==> src/rtl/agen_pkg.sv <==
// Shared constants for the post-modify address generator.
// Assumes a 3-bit mode code; codes above 4 are treated as hold.
package agen_pkg;
    localparam logic [2:0] MD_HOLD    = 3'd0;
    localparam logic [2:0] MD_INC     = 3'd1;
    localparam logic [2:0] MD_DEC     = 3'd2;
    localparam logic [2:0] MD_INC_MOD = 3'd3;
    localparam logic [2:0] MD_DEC_MOD = 3'd4;
endpackage

==> src/rtl/agen_step.sv <==
// Next-pointer arithmetic for one access.
// Assumes circular buffers are aligned to the next power of two at or
// above their length; length 0 or 1 disables circular stepping.
module agen_step #(
    parameter int AW = 8
) (
    input  logic [AW-1:0] cur,
    input  logic [2:0]    mode,
    input  logic [AW-1:0] len,
    output logic [AW-1:0] nxt
);
    import agen_pkg::*;

    logic [AW-1:0] last_off;
    logic [AW-1:0] msk;
    logic [AW-1:0] base;
    logic [AW-1:0] off;
    logic          mod_ok;

    // Derive the alignment mask, base and offset of the circular buffer.
    always_comb begin
        last_off = len - 1'b1;
        msk      = last_off;
        for (int s = 1; s < AW; s = s * 2) begin
            msk = msk | (msk >> s);
        end
        base   = cur & ~msk;
        off    = cur & msk;
        mod_ok = (len > 1);
    end

    // Select the updated pointer for the requested mode.
    always_comb begin
        case (mode)
            MD_INC:     nxt = cur + 1'b1;
            MD_DEC:     nxt = cur - 1'b1;
            MD_INC_MOD: nxt = !mod_ok ? cur : ((off >= last_off) ? base : cur + 1'b1);
            MD_DEC_MOD: nxt = !mod_ok ? cur : ((off == '0) ? (base | last_off) : cur - 1'b1);
            default:    nxt = cur;
        endcase
    end
endmodule

==> src/rtl/agen_regfile.sv <==
// Pointer and length storage.
// Assumes a register write to a pointer outranks an update of it.
module agen_regfile #(
    parameter int AW   = 8,
    parameter int NPTR = 2,
    parameter int NLEN = 2,
    localparam int PW  = (NPTR > 1) ? $clog2(NPTR) : 1,
    localparam int LW  = (NLEN > 1) ? $clog2(NLEN) : 1,
    localparam int IW  = (PW > LW) ? PW : LW
) (
    input  logic          clk,
    input  logic          rst_n,
    input  logic          wr_en,
    input  logic          wr_kind,
    input  logic [IW-1:0] wr_idx,
    input  logic [AW-1:0] wr_data,
    input  logic          upd_en,
    input  logic [PW-1:0] upd_idx,
    input  logic [AW-1:0] upd_val,
    output logic [AW-1:0] ptr_q [NPTR],
    output logic [AW-1:0] len_q [NLEN]
);
    for (genvar g = 0; g < NPTR; g++) begin : g_ptr
        // Load or post-modify one pointer.
        always_ff @(posedge clk) begin
            if (!rst_n)
                ptr_q[g] <= '0;
            else if (wr_en && !wr_kind && wr_idx == IW'(g))
                ptr_q[g] <= wr_data;
            else if (upd_en && upd_idx == PW'(g))
                ptr_q[g] <= upd_val;
        end
    end

    for (genvar g = 0; g < NLEN; g++) begin : g_len
        // Load one buffer length register.
        always_ff @(posedge clk) begin
            if (!rst_n)
                len_q[g] <= '0;
            else if (wr_en && wr_kind && wr_idx == IW'(g))
                len_q[g] <= wr_data;
        end
    end
endmodule

==> src/rtl/ptr_agen.sv <==
// Top of the address generator: drives the selected pointer as the
// address and post-modifies it at the next edge when an access is made.
// Assumes acc_ptr and acc_nsel stay within NPTR and NLEN.
module ptr_agen #(
    parameter int AW   = 8,
    parameter int NPTR = 2,
    parameter int NLEN = 2,
    localparam int PW  = (NPTR > 1) ? $clog2(NPTR) : 1,
    localparam int LW  = (NLEN > 1) ? $clog2(NLEN) : 1,
    localparam int IW  = (PW > LW) ? PW : LW
) (
    input  logic          clk,
    input  logic          rst_n,
    input  logic          wr_en,
    input  logic          wr_kind,
    input  logic [IW-1:0] wr_idx,
    input  logic [AW-1:0] wr_data,
    input  logic          acc_en,
    input  logic [PW-1:0] acc_ptr,
    input  logic [2:0]    acc_mode,
    input  logic [LW-1:0] acc_nsel,
    output logic [AW-1:0] acc_addr
);
    logic [AW-1:0] ptr_q [NPTR];
    logic [AW-1:0] len_q [NLEN];
    logic [AW-1:0] len_sel;
    logic [AW-1:0] nxt_val;

    // Route the chosen pointer and length to the step logic.
    always_comb begin
        acc_addr = ptr_q[acc_ptr];
        len_sel  = len_q[acc_nsel];
    end

    agen_step #(.AW(AW)) u_step (
        .cur  (acc_addr),
        .mode (acc_mode),
        .len  (len_sel),
        .nxt  (nxt_val)
    );

    agen_regfile #(.AW(AW), .NPTR(NPTR), .NLEN(NLEN)) u_regs (
        .clk     (clk),
        .rst_n   (rst_n),
        .wr_en   (wr_en),
        .wr_kind (wr_kind),
        .wr_idx  (wr_idx),
        .wr_data (wr_data),
        .upd_en  (acc_en),
        .upd_idx (acc_ptr),
        .upd_val (nxt_val),
        .ptr_q   (ptr_q),
        .len_q   (len_q)
    );
endmodule

==> config.mk <==
export PLATFORM = sky130hd
export DESIGN_NAME = ptr_agen
export DESIGN_NICKNAME = d
export VERILOG_FILES = /design/src/rtl/agen_pkg.sv /design/src/rtl/agen_step.sv /design/src/rtl/agen_regfile.sv /design/src/rtl/ptr_agen.sv
export SDC_FILE = /design/constraint.sdc
export NUM_CORES = 1
export LEC_CHECK = 0
export CAP_MARGIN = 10
export CELL_PAD_IN_SITES_DETAIL_PLACEMENT = 0
export CELL_PAD_IN_SITES_GLOBAL_PLACEMENT = 1
export CORE_ASPECT_RATIO = 2
export CORE_MARGIN = 3
export CORE_UTILIZATION = 31
export DETAILED_ROUTE_END_ITERATION = 6
export DONT_BUFFER_PORTS = 1
export PLACE_DENSITY_LB_ADDON = 0.3
export SLEW_MARGIN = 40
export SYNTH_ARGS = -nofsm -noshare
export SYNTH_HDL_FRONTEND = slang
export SYNTH_SLANG_ARGS = --single-unit
==> constraint.sdc <==
create_clock -name clk -period 4.73 [get_ports clk]
set_clock_uncertainty 0.1 [all_clocks]
set_input_delay 0.946 -clock clk [delete_from_list [all_inputs] [get_ports clk]]
set_output_delay 0.946 -clock clk [all_outputs]
set_load 0.02 [all_outputs]
==> results_dict.tcl, run 1 <==
set metrics [dict create \
    status "completed" \
    die_y_um 152 \
    async_reset_ff_frac 0 \
    crit_start "acc_nsel" \
    fmax_mhz 227 \
    synth_area_um2 3310 \
    grt_max_degree 26 \
    final_hold_viol_count 0 \
    cp-start-kind "primary input" \
    crit_chain "or4b_1, a211o_1, o32a_4, a211oi_4, a21oi_2, ha_1, a21o_1, a21oi_1, a21o_1, a32oi_4, nor2b_1, a2111oi_0, a311oi_1, o21ai_0, a22oi_1, o221ai_1" \
    first_iter_violations 241 \
    cts_tree "yes" \
    drive_gt1_frac 0.153 \
    synth_commonest_cells "53 x nor2_1, 32 x dfxtp_1, 32 x mux2i_1, 29 x o21ai_0, 26 x nand2_1" \
    yosysMostFrequentCell "nor2_1" \
    htreeDepth 2 \
    synth_compound_area_frac 0.310 \
    yosysWarningCount 0 \
    postCtsHoldBufs 0 \
    end_kind "flop" \
    root_buffer "clkbuf_16" \
    synth_xor_area_frac 0.0314 \
    fin_cells 594 \
    rsz0062_at_grt "no" \
    vias 3610 \
    critPathMaxFanout 16 \
    regToRegSetupSlack_ns 0.60 \
    die_x_um 79.1 \
    slew_headroom 0.483 \
    cts_buffer_depth 2 \
    port_buffers 0 \
    syn_inst 444 \
    tightest_slew_ns 0.754 \
    grt_pass1_wl_mm 20.1 \
    yosys.area.top_type "dfxtp_1" \
    cp_slowest_cell "or4b_1" \
    synth_top_family_by_area "compound AO/OA/AOI/OAI gates" \
    final.setup.tns_ns 0 \
    clock_sinks 32 \
    synth-simple-area-share 0.244 \
    start_util 0.322 \
    syn2layout_area_growth_pct 15.4 \
    yosysSeqAreaShare 0.193 \
    synth_area_leaders "dfxtp_1 19%, mux2i_1 9.7%, nor2_1 6.0%, o21ai_0 4.4%, ha_1 4.2%" \
    core_um2 10300 \
    n_fill_cell 1150 \
    gp_congestion 1.00 \
    firstDrtPassIters 6 \
    synthMuxAreaShare 0.118 \
    postCtsSetupRepairBufs 0 \
    grt-ovfl-total 0 \
    clkLatencyLatePin_ns 0.28 \
    period_needed_ns 4.40 \
    grt_use_total 0.215 \
    worst_r2r_endpoint "u_regs.ptr_q[11]$_SDFFE_PN0P_" \
    dp_hpwl_mm 10.2 \
    synth_top_cell_area_share 0.193 \
    power_density_nw_per_um2 281 \
    hold_class "reg2reg" \
    crit_top_cell "a21o_1" \
    setup_viol 0 \
    clkTransAtPathRegs_ns 0.05 \
    drv_slew 0 \
    diodes 0 \
    r2r_start "u_regs.len_q[8]$_SDFFE_PN0P_" \
    antenna_found_initial 0 \
    seq_area_um2 641 \
    crit_type "in2reg" \
    yosys.area_share.adder 0.0416 \
    avgSynthCellArea_um2 7.46 \
    worst-path-stages 16 \
    wl_per_cell_um 21.2 \
    dieArea_um2 12000 \
    worstHoldStart "u_regs.len_q[6]$_SDFFE_PN0P_" \
    max_cap_viol_count 0 \
    synth_nets 474 \
    cp_data_arrival_time_ns 4.45 \
    drc 0 \
    grt_pass1_vias 3775 \
    detail-route-antenna-nets 0 \
    wirelength_mm 12.6 \
    multi_input_area_um2 2530 \
    endpoint "u_regs.ptr_q[11]$_SDFFE_PN0P_" \
    yosysUniqueCellTypes 77 \
    reg2regPathDepth 16 \
    rows 52 \
    avgViaCountPerCell 6.08 \
    crit_family "compound AO/OA/AOI/OAI gates" \
    fin_nets 489 \
    period_share 0.930 \
    ir_worst_vdd_mv 0.304 \
    required_ns 4.78 \
    synthFlopType "dfxtp_1" \
    slowest_delay_ns 0.46 \
    synth-edff-count 0 \
    dpl.cell_count 587 \
    path_buf_inv 0 \
    cts_made_buffers 5 \
    ys_ff_latch 32 \
    p_leak_uw 0.00160 \
    io_pins 27 \
]
==> cell type report <==
| type | count | share of cell area |
|---|---|---|
| multi-input combinational | 364 | 0.662 |
| sequential | 32 | 0.168 |
| timing repair buffer | 37 | 0.0727 |
| tap | 135 | 0.0442 |
| clock buffer | 6 | 0.0337 |
| clock inverter | 1 | 0.00131 |
| inverter | 19 | 0.0187 |
==> per-stage QoR <==
step	total power, µW	hold WS (ns)	utilization	setup slack (ns)	area [µm²]
finish	1070	0.393	0.372	0.329	3820
global route	1140	0.444	0.372	0.0577	3820
CTS	1070	0.397	0.371	0.310	3810
detailed placement	769	0.382	0.358	0.0177	3680
global placement	766	0.378	0.358	0.107	3680
floorplan	630	0.358	-	0.0943	3360
==> routing by layer <==
layer  vias to the layer above  part of all wire  global-route usage
li1                       1712                 -                   -
met1                      1686              0.32               0.189
met2                       142              0.54               0.404
met3                        70             0.053              0.0396
met4                         0             0.092               0.174
met5                         -                 0                   0
==> placed cells by master, fill, tap and decap left out, drive strengths merged, types with 5 or more instances in the layout <==
cell | synthesis | routed
a21o | 9 | 9
o22ai | 5 | 5
a211oi | 7 | 7
xnor2 | 10 | 10
nor2 | 54 | 54
nand2 | 27 | 27
a311oi | 5 | 5
buf | 6 | 37
nor3 | 14 | 14
ha | 11 | 11
a31oi | 10 | 10
and2 | 5 | 5
nand4 | 12 | 12
mux2i | 33 | 33
inv | 15 | 15
a21oi | 24 | 24
nand3 | 20 | 20
clkinv | 4 | 5
o221ai | 5 | 5
o21ai | 35 | 35
a41oi | 5 | 5
dfxtp | 32 | 32
clkbuf | 23 | 6
==> cells by family after synthesis <==
family	count (synthesis)
compound gates	144
simple gates	161
fa+ha+maj	11
buf+inv	48
mux	37
flops	32
xor+xnor	11
==> worst reg2reg max path: stages (launching register included) <==
cell and delay (ns):
dfxtp_1 0.34, or4b_1 0.52, a211o_1 0.28, o32a_4 0.24, a211oi_4 0.34, a21oi_2 0.11
ha_1 0.33, a21o_1 0.16, a21oi_1 0.14, a21o_1 0.18, a32oi_4 0.09, nor2b_1 0.22
a2111oi_0 0.09, a311oi_1 0.32, o21ai_0 0.15, a22oi_1 0.25, o221ai_1 0.14
==> where the power goes <==
group	switching [µW]	total, µW	internal (µW)
registers	10.8	297	286
logic	291	474	183
clock network	111	301	191
==> registers in the layout, summed over array words and instances (netlist names) <==
signal        cells
u_regs.len_q     16
u_regs.ptr_q     16
==> worst min path at each step <==
| stage | cells past startpoint | endpoint | slack [ns] |
|---|---|---|---|
| 2_1_floorplan | 2 | u_regs.len_q[6]$_SDFFE_PN0P_ | 0.36 |
| 3_3_place_gp | 2 | u_regs.len_q[6]$_SDFFE_PN0P_ | 0.38 |
| 3_5_place_dp | 2 | u_regs.len_q[6]$_SDFFE_PN0P_ | 0.38 |
| 4_1_cts | 2 | u_regs.len_q[6]$_SDFFE_PN0P_ | 0.40 |
| 5_1_grt | 2 | u_regs.ptr_q[3]$_SDFFE_PN0P_ | 0.44 |
| 6_report | 2 | u_regs.len_q[6]$_SDFFE_PN0P_ | 0.39 |
==> repair_timing <==
item                                    CTS  global route
endpoints found under the setup margin    0             1
resized for setup                         0             1
endpoints found under the hold margin     0             0
Note: power is estimated with default switching activity, not from simulation.
==> run 2: changes to the inputs <==
--- a/config.mk
+++ b/config.mk
@@ -14,6 +14,7 @@
 export DETAILED_ROUTE_END_ITERATION = 6
 export DONT_BUFFER_PORTS = 1
 export PLACE_DENSITY_LB_ADDON = 0.3
+export REMOVE_ABC_BUFFERS = 1
 export SLEW_MARGIN = 40
 export SYNTH_ARGS = -nofsm -noshare
 export SYNTH_HDL_FRONTEND = slang
==> results_dict.tcl, run 2 (synthesized netlist as in run 1, its figures left out) <==
set metrics [dict create \
    slowest_delay_ns 0.55 \
    first_iter_violations 366 \
    die_y_um 152 \
    drv_slew 0 \
    io_pins 27 \
    fin_nets 496 \
    grt-ovfl-total 0 \
    die_x_um 79.1 \
    path_buf_inv 2 \
    dieArea_um2 12000 \
    avgViaCountPerCell 6.06 \
    dpl.cell_count 594 \
    hold_class "reg2reg" \
    max_cap_viol_count 0 \
    grt_max_degree 26 \
    cts_tree "yes" \
    slew_headroom 0.582 \
    dp_hpwl_mm 10.7 \
    fin_cells 601 \
    vias 3640 \
    crit_family "compound AO/OA/AOI/OAI gates" \
    grt_pass1_vias 3762 \
    final_hold_viol_count 0 \
    postCtsHoldBufs 0 \
    postCtsSetupRepairBufs 0 \
    wl_per_cell_um 22.0 \
    core_um2 10300 \
    largestRegisters "u_regs.len_q x16, u_regs.ptr_q x16" \
    drc 0 \
    required_ns 4.81 \
    power_density_nw_per_um2 289 \
    crit_top_cell "a21o_1" \
    root_buffer "clkbuf_16" \
    antenna_found_initial 0 \
    crit_chain "mux2_2, inv_1, ha_2, nand3_1, mux2_4, a211oi_4, a21oi_1, ha_1, a21o_1, a21oi_1, a21o_1, a32oi_2, buf_4, nand4_1, a31oi_1, or4_1, a22o_1, a21o_1" \
    fin_ws_ns 0.188 \
    cp_slowest_cell "or4_1" \
    clkTransAtPathRegs_ns 0.05 \
    postCtsResizedCells 0 \
    grt_pass1_wl_mm 20.5 \
    end_kind "flop" \
    rows 52 \
    setup_viol 0 \
    gp_congestion 1.05 \
    cp-start-kind "primary input" \
    total_power_uw 1120 \
    port_buffers 0 \
    grt_use_total 0.223 \
    hold_slack_ns 0.401 \
    firstDrtPassIters 6 \
    p_leak_uw 0.00164 \
    ir_worst_vdd_mv 0.383 \
    period_share 0.960 \
    syn2layout_area_growth_pct 16.9 \
    clock_sinks 32 \
    clkLatencyLatePin_ns 0.28 \
    final_common_cell "nor2_1" \
    crit_type "in2reg" \
    n_fill_cell 1168 \
    final_cell_mix "53 x nor2_1, 43 x buf_4, 32 x mux2i_1, 32 x dfxtp_1, 27 x o21ai_0" \
    final_area_um2 3870 \
    rsz0062_at_grt "no" \
    diodes 0 \
    cp_data_arrival_time_ns 4.62 \
    fmax_mhz 220 \
    tightest_slew_ns 0.610 \
    htreeDepth 2 \
    detail-route-antenna-nets 0 \
    postPlaceCellArea_um2 3690 \
    dp_slack_ns -0.267 \
    cts_made_buffers 5 \
    wirelength_mm 13.2 \
    cts_buffer_depth 2 \
    critPathMaxFanout 16 \
    start_util 0.322 \
    drive_gt1_frac 0.165 \
    period_needed_ns 4.54 \
    status "completed" \
]
[run 2: cell count changes in the layout (fill, tap and decap cells not counted), moves of 2 or more]
cell      delta
buf_4        +6
clkbuf_8     +2
o21ai_0      -2
o21ai_1      +2
[run 2: final cells by class]
type / count / area (µm²) / share of cell area
multi-input combinational: 364 / 2490 / 0.644
clock buffer: 7 / 153 / 0.0395
tap: 135 / 169 / 0.0437
timing repair buffer: 44 / 343 / 0.0886
inverter: 19 / 71.3 / 0.0184
sequential: 32 / 641 / 0.166
[run 2: routing by layer]
layer | vias to the layer above | global-route usage | wire [µm]
met4 | 0 | 0.195 | 1260
met2 | 160 | 0.413 | 7180
li1 | 1725 | - | -
met1 | 1681 | 0.200 | 4210
met5 | - | 0 | 0
met3 | 74 | 0.0320 | 570
[run 2: report_power, final]
part | leakage [µW] | internal, µW | total [µW] | switching [µW]
Clock | 0.0000760 | 220 | 331 | 110
Sequential | 0.000261 | 286 | 297 | 10.5
Combinational | 0.00130 | 191 | 492 | 302
[run 2: tightest hold or removal path: stages, from the launching register on]
cell and delay, ns:
dfxtp_1 0.32, nand4_1 0.07, o221ai_1 0.07
[run 2: path summary, 6_finish.rpt]
path / cells past startpoint / start / endpoint / slack, ns
worst max-delay path: 18 / acc_nsel / u_regs.ptr_q[1]$_SDFFE_PN0P_ / 0.19
worst min-delay path: 2 / u_regs.ptr_q[3]$_SDFFE_PN0P_ / u_regs.ptr_q[3]$_SDFFE_PN0P_ / 0.40
worst max register to register: 16 / u_regs.len_q[2]$_SDFFE_PN0P_ / u_regs.ptr_q[1]$_SDFFE_PN0P_ / 0.53
worst min register to register: 2 / u_regs.ptr_q[3]$_SDFFE_PN0P_ / u_regs.ptr_q[3]$_SDFFE_PN0P_ / 0.40
[run 2: per-stage QoR]
stage	TNS (ns)	utilization
5_1_grt	0	0.376
4_1_cts	0	0.374
3_3_place_gp	-1.17	0.359
2_1_floorplan	-1.06	-
3_5_place_dp	-2.12	0.359
6_report	0	0.376
